[src/rtl/idle_clk_pkg.sv]
package idle_clk_pkg;
  // strobes from control to datapath
  typedef struct packed {
    logic enterIntIdle;
    logic wakeStart;
    logic wakeRun;
  } ctlStrb_t;

  // status from datapath to control
  typedef struct packed {
    logic stable;
    logic wakeDone;
  } dpStat_t;

  typedef enum logic [1:0] {
    ST_RUN  = 2'd0,
    ST_IDLE = 2'd1,
    ST_WAKE = 2'd2
  } idleState_t;
endpackage

[src/rtl/idle_clk_ctrl.sv]
module idle_clk_ctrl
  import idle_clk_pkg::*;
(
  input  logic     clk,
  input  logic     rst,
  input  logic     sleepStrobe,
  input  logic     idleEn,
  input  logic     selHi,
  input  logic     oscReq,
  input  logic     wakeEvt,
  input  dpStat_t  dpStat,
  output ctlStrb_t ctlStrb,
  output logic     cpuClkEn
);
  idleState_t state, stateNxt;
  logic pendWake, pendWakeNxt;
  logic enterIdle, wakeOk, wakeGo;

  assign enterIdle = (state == ST_RUN) && sleepStrobe && idleEn && selHi;
  assign wakeOk    = !oscReq || dpStat.stable;
  assign wakeGo    = (state == ST_IDLE) && (wakeEvt || pendWake) && wakeOk;

  always_comb begin
    stateNxt    = state;
    pendWakeNxt = pendWake;
    unique case (state)
      ST_RUN:  if (enterIdle) stateNxt = ST_IDLE;
      ST_IDLE: begin
        if (wakeGo) begin
          stateNxt    = ST_WAKE;
          pendWakeNxt = 1'b0;
        end else if (wakeEvt) begin
          pendWakeNxt = 1'b1;
        end
      end
      ST_WAKE: if (dpStat.wakeDone) stateNxt = ST_RUN;
      default: stateNxt = ST_RUN;
    endcase
  end

  always_ff @(posedge clk) begin
    if (rst) begin
      state    <= ST_RUN;
      pendWake <= 1'b0;
    end else begin
      state    <= stateNxt;
      pendWake <= pendWakeNxt;
    end
  end

  assign ctlStrb.enterIntIdle = enterIdle;
  assign ctlStrb.wakeStart    = wakeGo;
  assign ctlStrb.wakeRun      = (state == ST_WAKE);
  assign cpuClkEn             = (state == ST_RUN);


  sleep_gate_chk: assert property (@(posedge clk) disable iff (rst)
    enterIdle |=> !cpuClkEn);

  sleep_ignore_chk: assert property (@(posedge clk) disable iff (rst)
    (cpuClkEn && sleepStrobe && !(idleEn && selHi)) |=> cpuClkEn);

  wake_hold_chk: assert property (@(posedge clk) disable iff (rst)
    (ctlStrb.wakeRun && !dpStat.wakeDone) |=> !cpuClkEn);

  wake_pend_chk: assert property (@(posedge clk) disable iff (rst)
    ((state == ST_IDLE) && oscReq && !dpStat.stable) |=> !ctlStrb.wakeRun);
endmodule

[src/rtl/idle_clk_dp.sv]
module idle_clk_dp
  import idle_clk_pkg::*;
#(
  parameter int START_DLY = 8,
  parameter int WAKE_DLY  = 5
) (
  input  logic     clk,
  input  logic     rst,
  input  ctlStrb_t ctlStrb,
  input  logic     oscReq,
  output dpStat_t  dpStat,
  output logic     priOscOff,
  output logic     oscStartOk,
  output logic     oscStable
);
  localparam int SCW = $clog2(START_DLY + 1);
  localparam int WCW = $clog2(WAKE_DLY + 1);
  localparam logic [SCW-1:0] START_LAST = SCW'(START_DLY - 1);
  localparam logic [WCW-1:0] WAKE_LAST  = WCW'(WAKE_DLY - 1);

  logic [SCW-1:0] startCnt;
  logic [WCW-1:0] wakeCnt;

  // start-up interval counter for the internal oscillator
  always_ff @(posedge clk) begin
    if (rst || !oscReq) begin
      startCnt  <= '0;
      oscStable <= 1'b0;
    end else if (!oscStable) begin
      if (startCnt == START_LAST) oscStable <= 1'b1;
      else                        startCnt  <= startCnt + 1'b1;
    end
  end

  // wake delay counter
  always_ff @(posedge clk) begin
    if (rst || ctlStrb.wakeStart)               wakeCnt <= '0;
    else if (ctlStrb.wakeRun && !dpStat.wakeDone) wakeCnt <= wakeCnt + 1'b1;
  end

  // primary oscillator control and its start status
  always_ff @(posedge clk) begin
    if (rst) begin
      priOscOff  <= 1'b0;
      oscStartOk <= 1'b1;
    end else if (ctlStrb.enterIntIdle) begin
      priOscOff  <= 1'b1;
      oscStartOk <= 1'b0;
    end
  end

  assign dpStat.stable   = oscStable;
  assign dpStat.wakeDone = ctlStrb.wakeRun && (wakeCnt == WAKE_LAST);


  pri_off_chk: assert property (@(posedge clk) disable iff (rst)
    ctlStrb.enterIntIdle |=> (priOscOff && !oscStartOk));

  stable_drop_chk: assert property (@(posedge clk) disable iff (rst)
    !oscReq |=> !oscStable);

  stable_keep_chk: assert property (@(posedge clk) disable iff (rst)
    (oscStable && oscReq) |=> oscStable);
endmodule

[src/rtl/idleClkCtl.sv]
module idleClkCtl
  import idle_clk_pkg::*;
#(
  parameter int FREQ_W    = 3,
  parameter int START_DLY = 8,
  parameter int WAKE_DLY  = 5
) (
  input  logic              clk,
  input  logic              rst,
  input  logic              sleepStrobe,
  input  logic              idleEn,
  input  logic [1:0]        clkSel,
  input  logic [FREQ_W-1:0] freqSel,
  input  logic              intSrcSel,
  input  logic              wakeEvt,
  input  logic              wdtEn,
  input  logic              fscmEn,
  output logic              cpuClkEn,
  output logic              perClkEn,
  output logic              intOscEn,
  output logic              priOscOff,
  output logic              oscStable,
  output logic              oscStartOk
);
  ctlStrb_t ctlStrb;
  dpStat_t  dpStat;
  logic     oscReq;
  logic     selLoUnused;

  assign selLoUnused = clkSel[0];
  assign oscReq      = (freqSel != '0) || intSrcSel;
  assign intOscEn    = oscReq || wdtEn || fscmEn;
  assign perClkEn    = 1'b1;

  idle_clk_ctrl ctrl_i (
    .clk(clk), .rst(rst), .sleepStrobe(sleepStrobe), .idleEn(idleEn),
    .selHi(clkSel[1]), .oscReq(oscReq), .wakeEvt(wakeEvt),
    .dpStat(dpStat), .ctlStrb(ctlStrb), .cpuClkEn(cpuClkEn)
  );

  idle_clk_dp #(.START_DLY(START_DLY), .WAKE_DLY(WAKE_DLY)) dp_i (
    .clk(clk), .rst(rst), .ctlStrb(ctlStrb), .oscReq(oscReq),
    .dpStat(dpStat), .priOscOff(priOscOff), .oscStartOk(oscStartOk),
    .oscStable(oscStable)
  );


  stable_needs_req_chk: assert property (@(posedge clk) disable iff (rst)
    (freqSel == '0 && !intSrcSel) |=> !oscStable);
endmodule

[config.mk]
export PLATFORM = sky130hd
export DESIGN_NAME = idleClkCtl
export DESIGN_NICKNAME = d
export VERILOG_FILES = /design/src/rtl/idle_clk_pkg.sv /design/src/rtl/idle_clk_ctrl.sv /design/src/rtl/idle_clk_dp.sv /design/src/rtl/idleClkCtl.sv
export SDC_FILE = /design/constraint.sdc
export NUM_CORES = 1
export LEC_CHECK = 0
export BUFFER_PORTS_ARGS = -buffer_cell sky130_fd_sc_hd__buf_2
export CAP_MARGIN = 20
export CORE_AREA = 5 5 42 44
export CTS_BUF_LIST = sky130_fd_sc_hd__clkbuf_2
export CTS_CLUSTER_DIAMETER = 200
export DETAILED_ROUTE_END_ITERATION = 8
export DIE_AREA = 0 0 47 49
export PLACE_DENSITY_LB_ADDON = 0.25
export SKIP_CTS_REPAIR_TIMING = 1
export SYNTH_ARGS = -nofsm -noshare
export SYNTH_HDL_FRONTEND = slang
export SYNTH_SLANG_ARGS = --single-unit
[constraint.sdc]
create_clock -name clk -period 2.1 [get_ports clk]
set_input_delay 0.42 -clock clk [delete_from_list [all_inputs] [get_ports clk]]
set_output_delay 0.42 -clock clk [all_outputs]
set_load 0.01 [all_outputs]
Word level (Yosys, flattened, before mapping)
Index checks and enable logic that the tools add are counted. W data, S select, Z words.

Bits in latches: 0. Register bits after elaboration: 13. Output and inout bits: 6. Memory bits (writable): 0. Bits in read-only memories: 0. Memories: 0. Input bits: 13. Word-level logic and storage cells: 48.

Equal/unequal tests: 7. $mul: 0. Reductions and logical operators: 22. $add $sub $neg: 2. Bitwise operators: 2. Mux-type cells: 8. Divide/modulo/power cells: 0. Shift-type cells: 0. Order comparisons: 0.

Operators with widths (number): $logic_and A1 B1 Y1 (7); $logic_or A1 B1 Y1 (7); $mux W2 (3); $pmux W2 S3 (1); $add A4 B1 Y4 const B (1); $eq A4 B3 Y1 const B (1); $mux W1 (4); $ne A2 B1 Y1 const B (2); $reduce_and A2 Y1 (2); $add A3 B1 Y3 const B (1); $eq A3 B3 Y1 const B (1); $reduce_and A3 Y1 (1); $reduce_bool A3 Y1 (1); $eq A2 B1 Y1 const B (1); $eq A2 B2 Y1 const B (1); $logic_not A1 Y1 (2); $logic_not A2 Y1 (1); $ne A2 B2 Y1 const B (1); $not A1 Y1 (2); $reduce_bool A2 Y1 (1).

Depth between registers and ports, before layout
Depth after elaboration: 7. Gate-level depth with buffers: 6. Depth with buffers taken out: 6.

Cells and area by module
A second synthesis with hierarchy kept.

Cells, all modules: 72. Area total of the unflattened synthesis: 651.9 µm².

Modules (own cells, without submodules): idle_clk_dp (cells each 49, area each 449.2 µm², instances 1, sequential area each 200.2 µm²); idle_clk_ctrl (cells each 19, area each 173.9 µm², instances 1, sequential area each 60.1 µm²); idleClkCtl (cells each 4, area each 28.8 µm², instances 1, sequential area each 0.0 µm²).

Worst setup path before layout
No wires, ideal clock.

Path kind: input port to output port. Start point: input port freqSel[1]. End point: output port intOscEn. Data required time: 1.680 ns. Arrival time: 0.875 ns. Buffers on the path: 0. Setup slack: 0.805 ns. Stages on the path: 2. Cell sequence: nor4_2 nand2_1.

Cells in the longest elaborated chain, start to end: 4.

RTL lines: from (decl) (RTL line idleClkCtl.sv:13) `input logic [FREQ_W-1:0] freqSel,`; $reduce_bool A3 Y1 (RTL line idleClkCtl.sv:31) `assign oscReq = (freqSel != '0) || intSrcSel;`; $logic_or A1 B1 Y1 (RTL line idleClkCtl.sv:31); $logic_or A1 B1 Y1 (2 in series) (RTL line idleClkCtl.sv:32) `assign intOscEn = oscReq || wdtEn || fscmEn;`; to (decl) (RTL line idleClkCtl.sv:20) `output logic intOscEn,`.

No other way between the ends.

Worst setup path after layout
Same ends and word-level chain as after synthesis.

==> impl_results.md <==
- Final min period: 1.55 ns
- Mapped Area: 582 sq um
- Synth area leader: dfxtp_1
- Max FO, Critical Path: 4
- Primary FF master, synth: dfxtp_1
- DR iter-0 viols: 6
- Critical path origin: freqSel[1]
- Fillers: 146
- Residual DRC: 0
- MaxCap Viol Count: 0
- Die height: 49 microns
- Worst path most repeated cell: buf_2
- Top cells by area, synth: dfxtp_1 (45%), ha_1 (6.5%), nor2_1 (6.5%)
- Max IR drop VDD: 333 uV
- Number of standard cells after synthesis: 65
- PD cells: 648 nW/um^2
- Outcome: complete, no violations
- Clock transition at path regs: 0.12 ns
- Synth Area in Adders: 0.0645
- Dpl ws: 0.535 ns
- First-pass iteration count of the detailed router: 4
- Vias per cell: 4.76
- DIE AREA: 2300 sq um
- Vias in the first global route: 424
- Core area: 1400 sq um
- Multiplexer area fraction after synthesis: 0.0516
- Required @ worst endpoint: 1.68 ns
- Post-synthesis cell type count: 25
- Final Skew: 0.00230 ns
- Num rows: 14
- Hold Startpoint: rst
- Clock sink total: 13
- Final Hold Vio Count: 0
- Layout cell share with drive strength beyond 1: 0.286
- Kind of end point of the critical path: output pin
- Final HPWL DP: 820 microns
- Die width: 47 microns
- Unrepaired setup endpoints after global routing: false
- DRT antenna net count: 0
- CTS Buf Count: 3
- Via count: 476
- Routed wire length: 1010 microns
- Number of synthesized flops with an enable pin: 0
- Wire length per cell: 10.1 microns
- H-tree levels: 1
- Largest family of logic cells by synthesized area: simple AND/OR/NAND/NOR gates
- CP Buf/Inv Count: 2
- Critical-path top delay cell: nor4_2
- Final setup fails: 0
- Mapped Nets: 81
- Critical path class: primary input to output pin
- Final period util: 0.739
- Buffers on Ports: 16
- Antenna violations before repair: 0
- Final WS setup: 0.548 ns
- Share of the synthesized area in the top cell type: 0.447
- CP Launch Type: primary input
- Post-Synth XOR/XNOR Area: 0.0301
- Largest net degree at the start of global routing: 9
- Nets: 101
- Ys Warns: 0
- Post-synthesis simple-gate area fraction: 0.239
- Achievable frequency: 644 MHz
- Power Total: 0.450 mW
- Syn_area_per_cell: 8.95 sq um
- Crit path DAT: 1.13 ns
- Synth-to-layout area growth: 19.4%
- RePlAce Congestion: 0.731
- Post-synthesis compound-gate area fraction: 0.116
- GRT Total Usage: 0.0997
- Worst hold-check path type: primary input to flip-flop
- Ant. Diodes: 0
- Worst path top cell family by delay: simple AND/OR/NAND/NOR gates
- Leakage power: 0.311 nW
- Async set-or-reset flop fraction in the synthesized netlist: 0
- Max Slew Vio Count: 0
- Num ports: 19
- Post-synthesis sequential area ratio: 0.447
- CTS tree: done
- Clock latency at the later pin of the worst-skew pair: 0.26 ns
- Starting Density: 0.415
- Worst stage delay on the critical path: 0.38 ns
- RR Startpoint: dp_i.startCnt[0]
- Total grt overflow: 0
- Post-synth top cells: dfxtp_1 (13), nor2_1 (10), a21oi_1 (5), inv_1 (5), nand2_1 (4)
- Top-count cell post-synth: dfxtp_1
- CTS root buf: clkbuf_2
- First-pass GRT wire length: 1620 microns
- Setup TNS: 0 ns
- Clock Tree Buf Depth: 2
- Flop and latch count out of synthesis: 13
- Crit path cell chain: buf_2 > nor4_2 > nand2_1 > buf_2
## flip-flops by register name, indices dropped and copies added (netlist names)
name	flops
ctrl_i.pendWake	1
ctrl_i.state	2
dp_i.oscStable	1
dp_i.oscStartOk	1
dp_i.priOscOff	1
dp_i.startCnt	4
dp_i.wakeCnt	3
## metal layers
metal / global-route usage / vias to the layer above / wire length (microns) / part of all wire
met4: 0.0829 / 0 / 19 / 0.019
met1: 0.111 / 205 / 454 / 0.45
met5: 0 / - / 0 / 0
li1: - / 256 / - / -
met2: 0.143 / 11 / 459 / 0.45
met3: 0.0369 / 4 / 77 / 0.076
## cell type report
class                           count  area (sq um)  area share
Sequential cell                    13           260       0.375
Inverter                            5          18.8      0.0270
Timing Repair Buffer               16          80.1       0.115
Tap cell                           16          20.0      0.0288
Clock buffer                        4          20.0      0.0288
Multi-Input combinational cell     46           295       0.425
## cells by family after synthesis
kind of cell | count (synthesis)
DFF | 13
adders and majority gates | 3
other | 1
muxes | 3
xor gates and xnor gates | 2
buffers and inverters | 6
AOI/OAI and AO/OA | 11
and+or+nand+nor | 26
## power breakdown
| group | switching (mW) | internal, mW |
|---|---|---|
| logic | 0.0281 | 0.0281 |
| registers | 0.00814 | 0.259 |
| clock network | 0.0758 | 0.0505 |
| total | 0.112 | 0.338 |
## placed cells by master (no fill, tap or decap), types with 3 or more instances in the layout
cell,Yosys,routed
clkbuf_2,0,4
ha_1,3,3
buf_2,0,16
a21oi_1,5,5
mux2i_1,3,3
inv_1,5,5
nand2_1,4,4
dfxtp_1,13,13
nor2_1,10,10
## path summary, 6_finish.rpt
| check | to | cells past startpoint | slack, ns |
|---|---|---|---|
| max | intOscEn | 4 | 0.55 |
| min | ctrl_i.state[1] | 2 | 0.40 |
| max reg2reg | dp_i.startCnt[1] | 4 | 0.81 |
| min reg2reg | dp_i.priOscOff | 2 | 0.45 |
## worst reg2reg max path: cells and delay by family, from the launching register on
kind,cells,cell delay [ns]
mux,1,0.22
compound gates,1,0.34
simple gates,1,0.05
flops,1,0.35
fa+ha+maj,1,0.24
## per-stage QoR
stage	std cells	util	instance area [sq um]	hold WS (ns)
finish	100	0.496	694	0.403
global route	100	0.496	694	0.382
CTS	100	0.496	694	0.380
detailed placement	96	0.481	674	0.443
global placement	96	0.481	674	0.429
floorplan	65	-	582	0.448
(Power assumes the default switching activity.)
